`config.mk`:
```
export PLATFORM = sky130hd
export DESIGN_NAME = decode_bypass
export DESIGN_NICKNAME = d
export VERILOG_FILES = /design/src/rtl/fwd_pkg.sv /design/src/rtl/fwd_ctrl.sv /design/src/rtl/fwd_datapath.sv /design/src/rtl/decode_bypass.sv
export SDC_FILE = /design/constraint.sdc
export NUM_CORES = 1
export LEC_CHECK = 0
export ABC_AREA = 0
export BUFFER_PORTS_ARGS = -buffer_cell sky130_fd_sc_hd__buf_2
export CAP_MARGIN = 20
export CORE_AREA = 4 4 96 98
export DETAILED_ROUTE_END_ITERATION = 16
export DIE_AREA = 0 0 100 102
export PLACE_DENSITY = 0.8
export SLEW_MARGIN = 20
export SYNTH_ARGS = -nofsm -noshare
export SYNTH_HDL_FRONTEND = slang
export SYNTH_SLANG_ARGS = --single-unit
```
`constraint.sdc`:
```
create_clock -name vclk -period 1.7
set_input_delay 0.085 -clock vclk [all_inputs]
set_output_delay 0.085 -clock vclk [all_outputs]
set_load 0.01 [all_outputs]
```
`src/rtl/fwd_pkg.sv`:
```
package fwd_pkg;

  localparam int NUM_SRC = 2;

  typedef enum logic [1:0] {
    SEL_RF  = 2'b00,
    SEL_ALU = 2'b01,
    SEL_MEM = 2'b10
  } selCode_e;

  // strobes from control to datapath
  typedef struct packed {
    logic [NUM_SRC-1:0][1:0] pick;
    logic [NUM_SRC-1:0]      forceZero;
    logic                    memUseLoad;
  } fwdStrobes_t;

endpackage

```
`src/rtl/fwd_ctrl.sv`:
```
module fwd_ctrl
  import fwd_pkg::*;
#(
  parameter int REG_AW = 5
) (
  input  logic [NUM_SRC-1:0][REG_AW-1:0] srcIdx,
  input  logic [REG_AW-1:0]              exeDst,
  input  logic                           exeWe,
  input  logic [REG_AW-1:0]              memDst,
  input  logic                           memWe,
  input  logic                           memToReg,
  output fwdStrobes_t                    strobes
);

  logic [NUM_SRC-1:0]      isZero;
  logic [NUM_SRC-1:0]      hitExe;
  logic [NUM_SRC-1:0]      hitMem;
  logic [NUM_SRC-1:0][1:0] pickVec;

  for (genvar i = 0; i < NUM_SRC; i++) begin : g_src
    assign isZero[i] = (srcIdx[i] == '0);
    assign hitExe[i] = exeWe && (exeDst == srcIdx[i]) && !isZero[i];
    assign hitMem[i] = memWe && (memDst == srcIdx[i]) && !isZero[i];
    // younger instruction (ALU phase) wins
    assign pickVec[i] = hitExe[i] ? SEL_ALU :
                        hitMem[i] ? SEL_MEM : SEL_RF;

    always_comb begin
      assert_bubble_R6: assert (exeWe || memWe || pickVec[i] == SEL_RF)
        else $error("bypass chosen with both write enables low");
      assert_reg0_R7: assert (srcIdx[i] != '0 || pickVec[i] == SEL_RF)
        else $error("register 0 bypassed");
      assert_priority_R3: assert (!(exeWe && memWe && exeDst == memDst &&
                                    exeDst == srcIdx[i] && srcIdx[i] != '0) ||
                                  pickVec[i] == SEL_ALU)
        else $error("older memory-phase value chosen over ALU phase");
    end
  end

  assign strobes = '{pick: pickVec, forceZero: isZero, memUseLoad: memToReg};

endmodule

```
`src/rtl/fwd_datapath.sv`:
```
module fwd_datapath
  import fwd_pkg::*;
#(
  parameter int DATA_W = 32
) (
  input  fwdStrobes_t                    strobes,
  input  logic [NUM_SRC-1:0][DATA_W-1:0] rfData,
  input  logic [DATA_W-1:0]              exeResult,
  input  logic [DATA_W-1:0]              memAluResult,
  input  logic [DATA_W-1:0]              memLoadData,
  output logic [NUM_SRC-1:0][DATA_W-1:0] operand
);

  logic [DATA_W-1:0] memValue;

  assign memValue = strobes.memUseLoad ? memLoadData : memAluResult;

  for (genvar i = 0; i < NUM_SRC; i++) begin : g_mux
    always_comb begin
      if (strobes.forceZero[i]) begin
        operand[i] = '0;
      end else begin
        unique case (strobes.pick[i])
          SEL_ALU: operand[i] = exeResult;
          SEL_MEM: operand[i] = memValue;
          default: operand[i] = rfData[i];
        endcase
      end
    end

    always_comb begin
      assert_alu_path_R1: assert (strobes.pick[i] != SEL_ALU || operand[i] == exeResult)
        else $error("ALU path does not deliver ALU result");
      assert_mem_value_R4: assert (strobes.pick[i] != SEL_MEM ||
                                   operand[i] == (strobes.memUseLoad ? memLoadData
                                                                     : memAluResult))
        else $error("memory path delivers wrong value");
      assert_zero_R7: assert (!strobes.forceZero[i] || operand[i] == '0)
        else $error("register 0 operand not zero");
    end
  end

endmodule

```
`src/rtl/decode_bypass.sv`:
```
module decode_bypass
  import fwd_pkg::*;
#(
  parameter int DATA_W = 32,
  parameter int REG_AW = 5
) (
  input  logic [REG_AW-1:0] decSrcA,
  input  logic [REG_AW-1:0] decSrcB,
  input  logic [DATA_W-1:0] rfDataA,
  input  logic [DATA_W-1:0] rfDataB,
  input  logic [REG_AW-1:0] exeDst,
  input  logic              exeWe,
  input  logic [DATA_W-1:0] exeResult,
  input  logic [REG_AW-1:0] memDst,
  input  logic              memWe,
  input  logic              memToReg,
  input  logic [DATA_W-1:0] memAluResult,
  input  logic [DATA_W-1:0] memLoadData,
  output logic [DATA_W-1:0] opA,
  output logic [DATA_W-1:0] opB,
  output logic [1:0]        selA,
  output logic [1:0]        selB
);

  fwdStrobes_t                    strobes;
  logic [NUM_SRC-1:0][REG_AW-1:0] srcIdx;
  logic [NUM_SRC-1:0][DATA_W-1:0] rfData;
  logic [NUM_SRC-1:0][DATA_W-1:0] operand;

  assign srcIdx = {decSrcB, decSrcA};
  assign rfData = {rfDataB, rfDataA};

  fwd_ctrl #(.REG_AW(REG_AW)) u_ctrl (
    .srcIdx  (srcIdx),
    .exeDst  (exeDst),
    .exeWe   (exeWe),
    .memDst  (memDst),
    .memWe   (memWe),
    .memToReg(memToReg),
    .strobes (strobes)
  );

  fwd_datapath #(.DATA_W(DATA_W)) u_dp (
    .strobes     (strobes),
    .rfData      (rfData),
    .exeResult   (exeResult),
    .memAluResult(memAluResult),
    .memLoadData (memLoadData),
    .operand     (operand)
  );

  assign opA  = operand[0];
  assign opB  = operand[1];
  assign selA = strobes.pick[0];
  assign selB = strobes.pick[1];

endmodule

```
==> reports/qor.txt, run 1 <==
Residual DRC = 0
DRT met1 WL = 4.61 mm
Area Overhead vs Synth = 63.1%
layout clock buffer count = 0
max-cap viol count = 0
ANT cells = 0
Min Clock Period, post-route = 1.69 ns
row count = 34
RSZ-0062 raised after global routing = yes
DR WL/cell = 18.5 µm
Syn Inst Count = 313
Hold-fix buffers, CTS = 0
largest net degree at the start of global routing = 37
CP arrival = 1.61 ns
met2 routed WL = 6.11 mm
die span in y = 102 µm
WS Path Type = input pin to primary output
Via Count = 3779
final wirelength = 12.0 mm
crit share post-route = 99.7%
DR iter-0 viols = 210
average size of a mapped cell = 7.64 µm²
Seq/Total Area, Yosys = 0%
max frequency = 0.590 GHz
FF+latch count = 0
IO Count = 251
Initial Util = 28.2%
Power Density = 278 nW/µm²
crit path capture type = primary output
post-synth cell types = 21
worst vdd ir = 0.163 mV
cell area after synthesis = 2390 µm²
synthesized net count = 496
Core Area = 8470 µm²
Die Area = 10200 µm²
Register Area = 0 µm²
ANT nets after route = 0
routability congestion estimate = 0.900
Final HPWL DP = 9.11 mm
Tightest Pin Transition = 0.316 ns
Final Hold Fails = 0
most frequent cells in the layout = buf_2 (251), a21o_1 (64), a32o_1 (64)
Leak = 2.09 nW
grt ovf = 0
startpoint types = input pin
Nets = 728
Required @ worst endpoint = 1.62 ns
I/O Buffers = 251
status = finished clean
DP Area = 3760 µm²
Via-to-Cell Ratio = 5.80
Synth warnings = 0
Slew Viols, Final = 0
multi-input logic area = 2200 µm²
post-route cell area = 3900 µm²
Die Width = 100 µm
first-pass GRT wire length = 17.9 mm
DRT Pass-1 Iters = 5
endpoints failing setup = 0
DR WL met3 = 1.05 mm
vias in the first global route = 3664
share of layout cells above drive strength 1 = 53.6%
gr usage total = 20.7%
fin util = 46.0%
DR top layer = met4
CP Max Fanout = 18
fill cell count = 844
initial antenna violation count = 0
Hold WC Path Type = input pin to primary output
commonest non-fill, non-tap cell in the layout = buf_2
Slew headroom = 78.3%
==> cells by family after synthesis <==
family | share of synthesized area (%)
buffers and inverters | 12.1
AND/OR/NAND/NOR | 18.4
XOR/XNOR | 7.33
multiplexers | 13.4
AO/OA/AOI/OAI | 48.7
==> critical path, cell delays in order <==
cell    delay [ns]
buf_2         0.13
xor2_1        0.17
nor4_2        0.32
buf_4         0.18
and3_1        0.21
buf_6         0.21
a32o_1        0.16
buf_2         0.14
==> Yosys cell counts <==
master	n	area (µm²)
and3_1	2	12.5
nand2_1	4	15.0
a21o_1	64	480
a21boi_2	1	11.3
nor2_1	4	15.0
buf_4	8	60.1
inv_1	1	3.75
xnor2_1	2	17.5
nor4_1	1	6.26
a21boi_1	1	7.51
nor4_2	3	37.5
and2_1	2	12.5
xor2_1	18	158
nand3_1	64	320
a32o_1	64	641
buf_6	7	78.8
clkbuf_1	6	22.5
a211oi_2	2	25.0
mux2i_1	32	320
nor3_2	2	20.0
buf_2	25	125
==> repair_timing <==
item / in CTS / in global routing
resized for setup: 3 / 10
pin swaps: 3 / 2
endpoints found under the setup margin: 46 / 64
cloned: 1 / 0
buffers inserted: 6 / 2
==> layer usage <==
metal  up-vias  global-route usage [%]
li1       1725                       -
met1      1787                    25.1
met2       238                    39.1
met3        29                    1.98
met4         0                    5.08
met5         -                       0
==> where the power goes <==
group / internal (W) / switching, W / total [W]
Sequential: 0 / 0 / 0
Combinational: 0.000531 / 0.000553 / 0.00108
Clock: 0 / 0 / 0
==> per-stage QoR <==
stage / power, W / setup TNS (ns) / hold slack, ns / worst slack (ns) / instances
finish: 0.00108 / 0 / 0.489 / 0.00509 / 651
global route: 0.00116 / -0.363 / 0.505 / -0.0267 / 651
global placement: 0.00101 / -1.10 / 0.485 / -0.0354 / 642
floorplan: 0.000558 / 0 / 0.324 / 0.373 / 313
CTS: 0.00106 / 0 / 0.491 / 0.00809 / 649
detailed placement: 0.00104 / -3.56 / 0.488 / -0.101 / 642
==> layout make-up <==
| cell class | instances | share of cell area, % |
|---|---|---|
| multi-input combinational | 267 | 56.5 |
| timing repair buffer | 275 | 39.9 |
| inverter | 1 | 0.0963 |
| tap | 108 | 3.47 |
==> final timing paths <==
kind / start / end / depth (start not counted)
min: exeResult[28] / opA[28] / 3
max: decSrcB[4] / opB[10] / 8
(Power assumes the default switching activity.)
==> run 2: changes to the inputs <==
Settings changed: PLACE_DENSITY 0.8 to 0.68.
==> run 2 against run 1 <==
Effect of this change:
- via count is 1.1% higher
- largest power group unchanged
- final area up 13%
- the flow now finishes with violations (negative setup slack)
- worst hold slack worse by 0.0044 ns
- wire length rose by 19%
- first-iteration DRC count decreased by 13%
- fmax decreased by 3.1%
- cell count increased by 1.8%
==> reports/qor.txt, run 2 (same netlist as run 1, synthesis figures left out) <==
Global Route met3 Usage = 2.32% (was 1.98%)
first-pass GRT wire length = 18.8 mm (was 17.9 mm)
Register Area = 0 µm² (unchanged)
Via-to-Cell Ratio = 5.76 (was 5.80)
Die Area = 10200 µm² (unchanged)
Slew headroom = 73.5% (was 78.3%)
DR WL/cell = 21.6 µm (was 18.5 µm)
RSZ-0062 raised after global routing = yes (unchanged)
WS Path Type = input pin to primary output (unchanged)
FF+latch count = 0 (unchanged)
most used routing layer = met2 (unchanged)
Final HPWL DP = 9.21 mm (was 9.11 mm)
Via Count = 3822 (was 3779)
met2 GRT Util = 42.1% (was 39.1%)
endpoints failing setup = 27 (was 0)
worst vdd ir = 0.194 mV (was 0.163 mV)
DR iter-0 viols = 183 (was 210)
die span in y = 102 µm (unchanged)
largest net degree at the start of global routing = 66 (was 37)
delay-heaviest family, CP = buffers and inverters (unchanged)
sw frac = 50.2% (was 51.0%)
layout clock buffer count = 0 (unchanged)
Residual DRC = 0 (unchanged)
row count = 34 (unchanged)
Area Overhead vs Synth = 83.9% (was 63.1%)
final std cells w/o fill = 663 (was 651)
Hold WC Path Type = input pin to primary output (unchanged)
Worst path depth = 9 (was 8)
Clk network pwr share = 0% (about the same)
Nets = 740 (was 728)
fill cell count = 817 (was 844)
Gate power share = 100.0% (about the same)
Critical Path Most Common Cell = buf_6 (was buf_2)
CP max stage cell = nor4_4 (was nor4_2)
worst-path cell chain = buf_6 -> buf_6 -> xor2_4 -> nor4_4 -> buf_6 -> clkbuf_16 -> nand3_2 -> a32o_1 -> buf_2 (was buf_2 -> xor2_1 -> nor4_2 -> buf_4 -> and3_1 -> buf_6 -> a32o_1 -> buf_2)
Fin Hold WS = 0.485 ns (was 0.489 ns)
routability congestion estimate = 0.946 (was 0.900)
max-cap viol count = 0 (unchanged)
DRT Pass-1 Iters = 5 (unchanged)
Buf/Inv on CP = 5 (was 4)
Power Density = 282 nW/µm² (was 278 nW/µm²)
Critical Path Start = decSrcB[2] (was decSrcB[4])
IO Count = 251 (unchanged)
Final WS setup = -0.0491 ns (was 0.00509 ns)
Psw = 0.000621 W (was 0.000553 W)
placed cell count = 642 (unchanged)
Final Hold Fails = 0 (unchanged)
initial antenna violation count = 0 (unchanged)
Core Area = 8470 µm² (unchanged)
Die Width = 100 µm (unchanged)
Required @ worst endpoint = 1.62 ns (about the same)
Seq pwr share = 0% (about the same)
startpoint types = input pin (unchanged)
failing checks = negative setup slack
I/O Buffers = 251 (unchanged)
routing usage on met1 = 25.2% (was 25.1%)
final wirelength = 14.3 mm (was 12.0 mm)
CP Max Fanout = 8 (was 18)
share of layout cells above drive strength 1 = 59.3% (was 53.6%)
crit path capture type = primary output (unchanged)
status = finished with violations (was finished clean)
vias in the first global route = 3856 (was 3664)
Slew Viols, Final = 0 (unchanged)
max frequency = 0.572 GHz (was 0.590 GHz)
CP arrival = 1.66 ns (was 1.61 ns)
Min Clock Period, post-route = 1.75 ns (was 1.69 ns)
commonest non-fill, non-tap cell in the layout = buf_2 (unchanged)
grt ovf = 0 (unchanged)
most frequent cells in the layout = buf_2 (244), a21o_1 (64), a32o_1 (59) (was buf_2 (251), a21o_1 (64), a32o_1 (64))
Tightest Pin Transition = 0.387 ns (was 0.316 ns)
Initial Util = 28.2% (unchanged)
crit share post-route = 103% (was 99.7%)
overall power = 0.00124 W (was 0.00108 W)
Pint = 0.000616 W (was 0.000531 W)
gr usage total = 22.3% (was 20.7%)
Max stage delay on crit path = 0.30 ns (was 0.32 ns)
ANT cells = 0 (unchanged)
ANT nets after route = 0 (unchanged)
Leak = 2.27 nW (was 2.09 nW)
Hold-fix buffers, CTS = 0 (unchanged)
worst setup path end = opB[10] (unchanged)
## run 2: cell types whose count changed in the layout (fill, tap and decap cells not counted), moves of 2 or more
cell	previous run	this run
buf_16	0	2
a32o_2	0	5
nand3_2	5	24
buf_12	9	15
buf_4	13	7
nand3_1	59	40
a32o_1	64	59
buf_6	2	12
clkbuf_16	0	6
buf_2	251	244
## run 2: layout make-up
cell class | instances | area [µm²] | area share [%]
well taps | 108 | 135 | 3.07
inverters | 1 | 3.75 | 0.0854
repair buffers | 287 | 1930 | 43.9
multi-input cells | 267 | 2330 | 52.9
## run 2: routing by layer
layer	wire [µm]	vias up
met5	0	-
met4	472	0
met3	1240	34
met2	7160	232
met1	5430	1792
li1	-	1764
## run 2: how the worst min path moves through the flow
stage,cells after the start,startpoint,to,slack [ns]
after global placement,3,exeResult[23],opA[23],0.49
after global routing,3,exeResult[21],opA[21],0.51
after CTS,3,exeResult[30],opA[30],0.49
final,3,exeResult[30],opA[30],0.48
after floorplan,1,exeResult[0],opA[0],0.32
after detailed placement,3,exeResult[30],opA[30],0.48
## run 2: metrics by stage
stage	instance area [µm²]	setup slack [ns]	utilization, %	setup TNS [ns]
finish	4400	-0.0491	51.9	-0.598
global route	4400	-0.0971	51.9	-2.51
CTS	3950	0.000488	46.6	0
detailed placement	3800	-0.114	44.8	-3.29
global placement	3800	-0.0745	44.8	-1.43
floorplan	2390	0.373	-	0
## run 2: timing repair
action,in CTS,in global routing
setup endpoints to repair,45,63
hold endpoints to repair,0,0
buffers inserted,8,1
cloned,2,10
pin swaps,4,33
gates resized for setup,3,57
## run 2: power by group through the flow
stage                     clock network (W)  registers, W  logic (W)
final                                     0             0    0.00124
after global routing                      0             0    0.00132
after CTS                                 0             0    0.00110
after detailed placement                  0             0    0.00105
after global placement                    0             0    0.00103
after floorplan                           0             0   0.000558
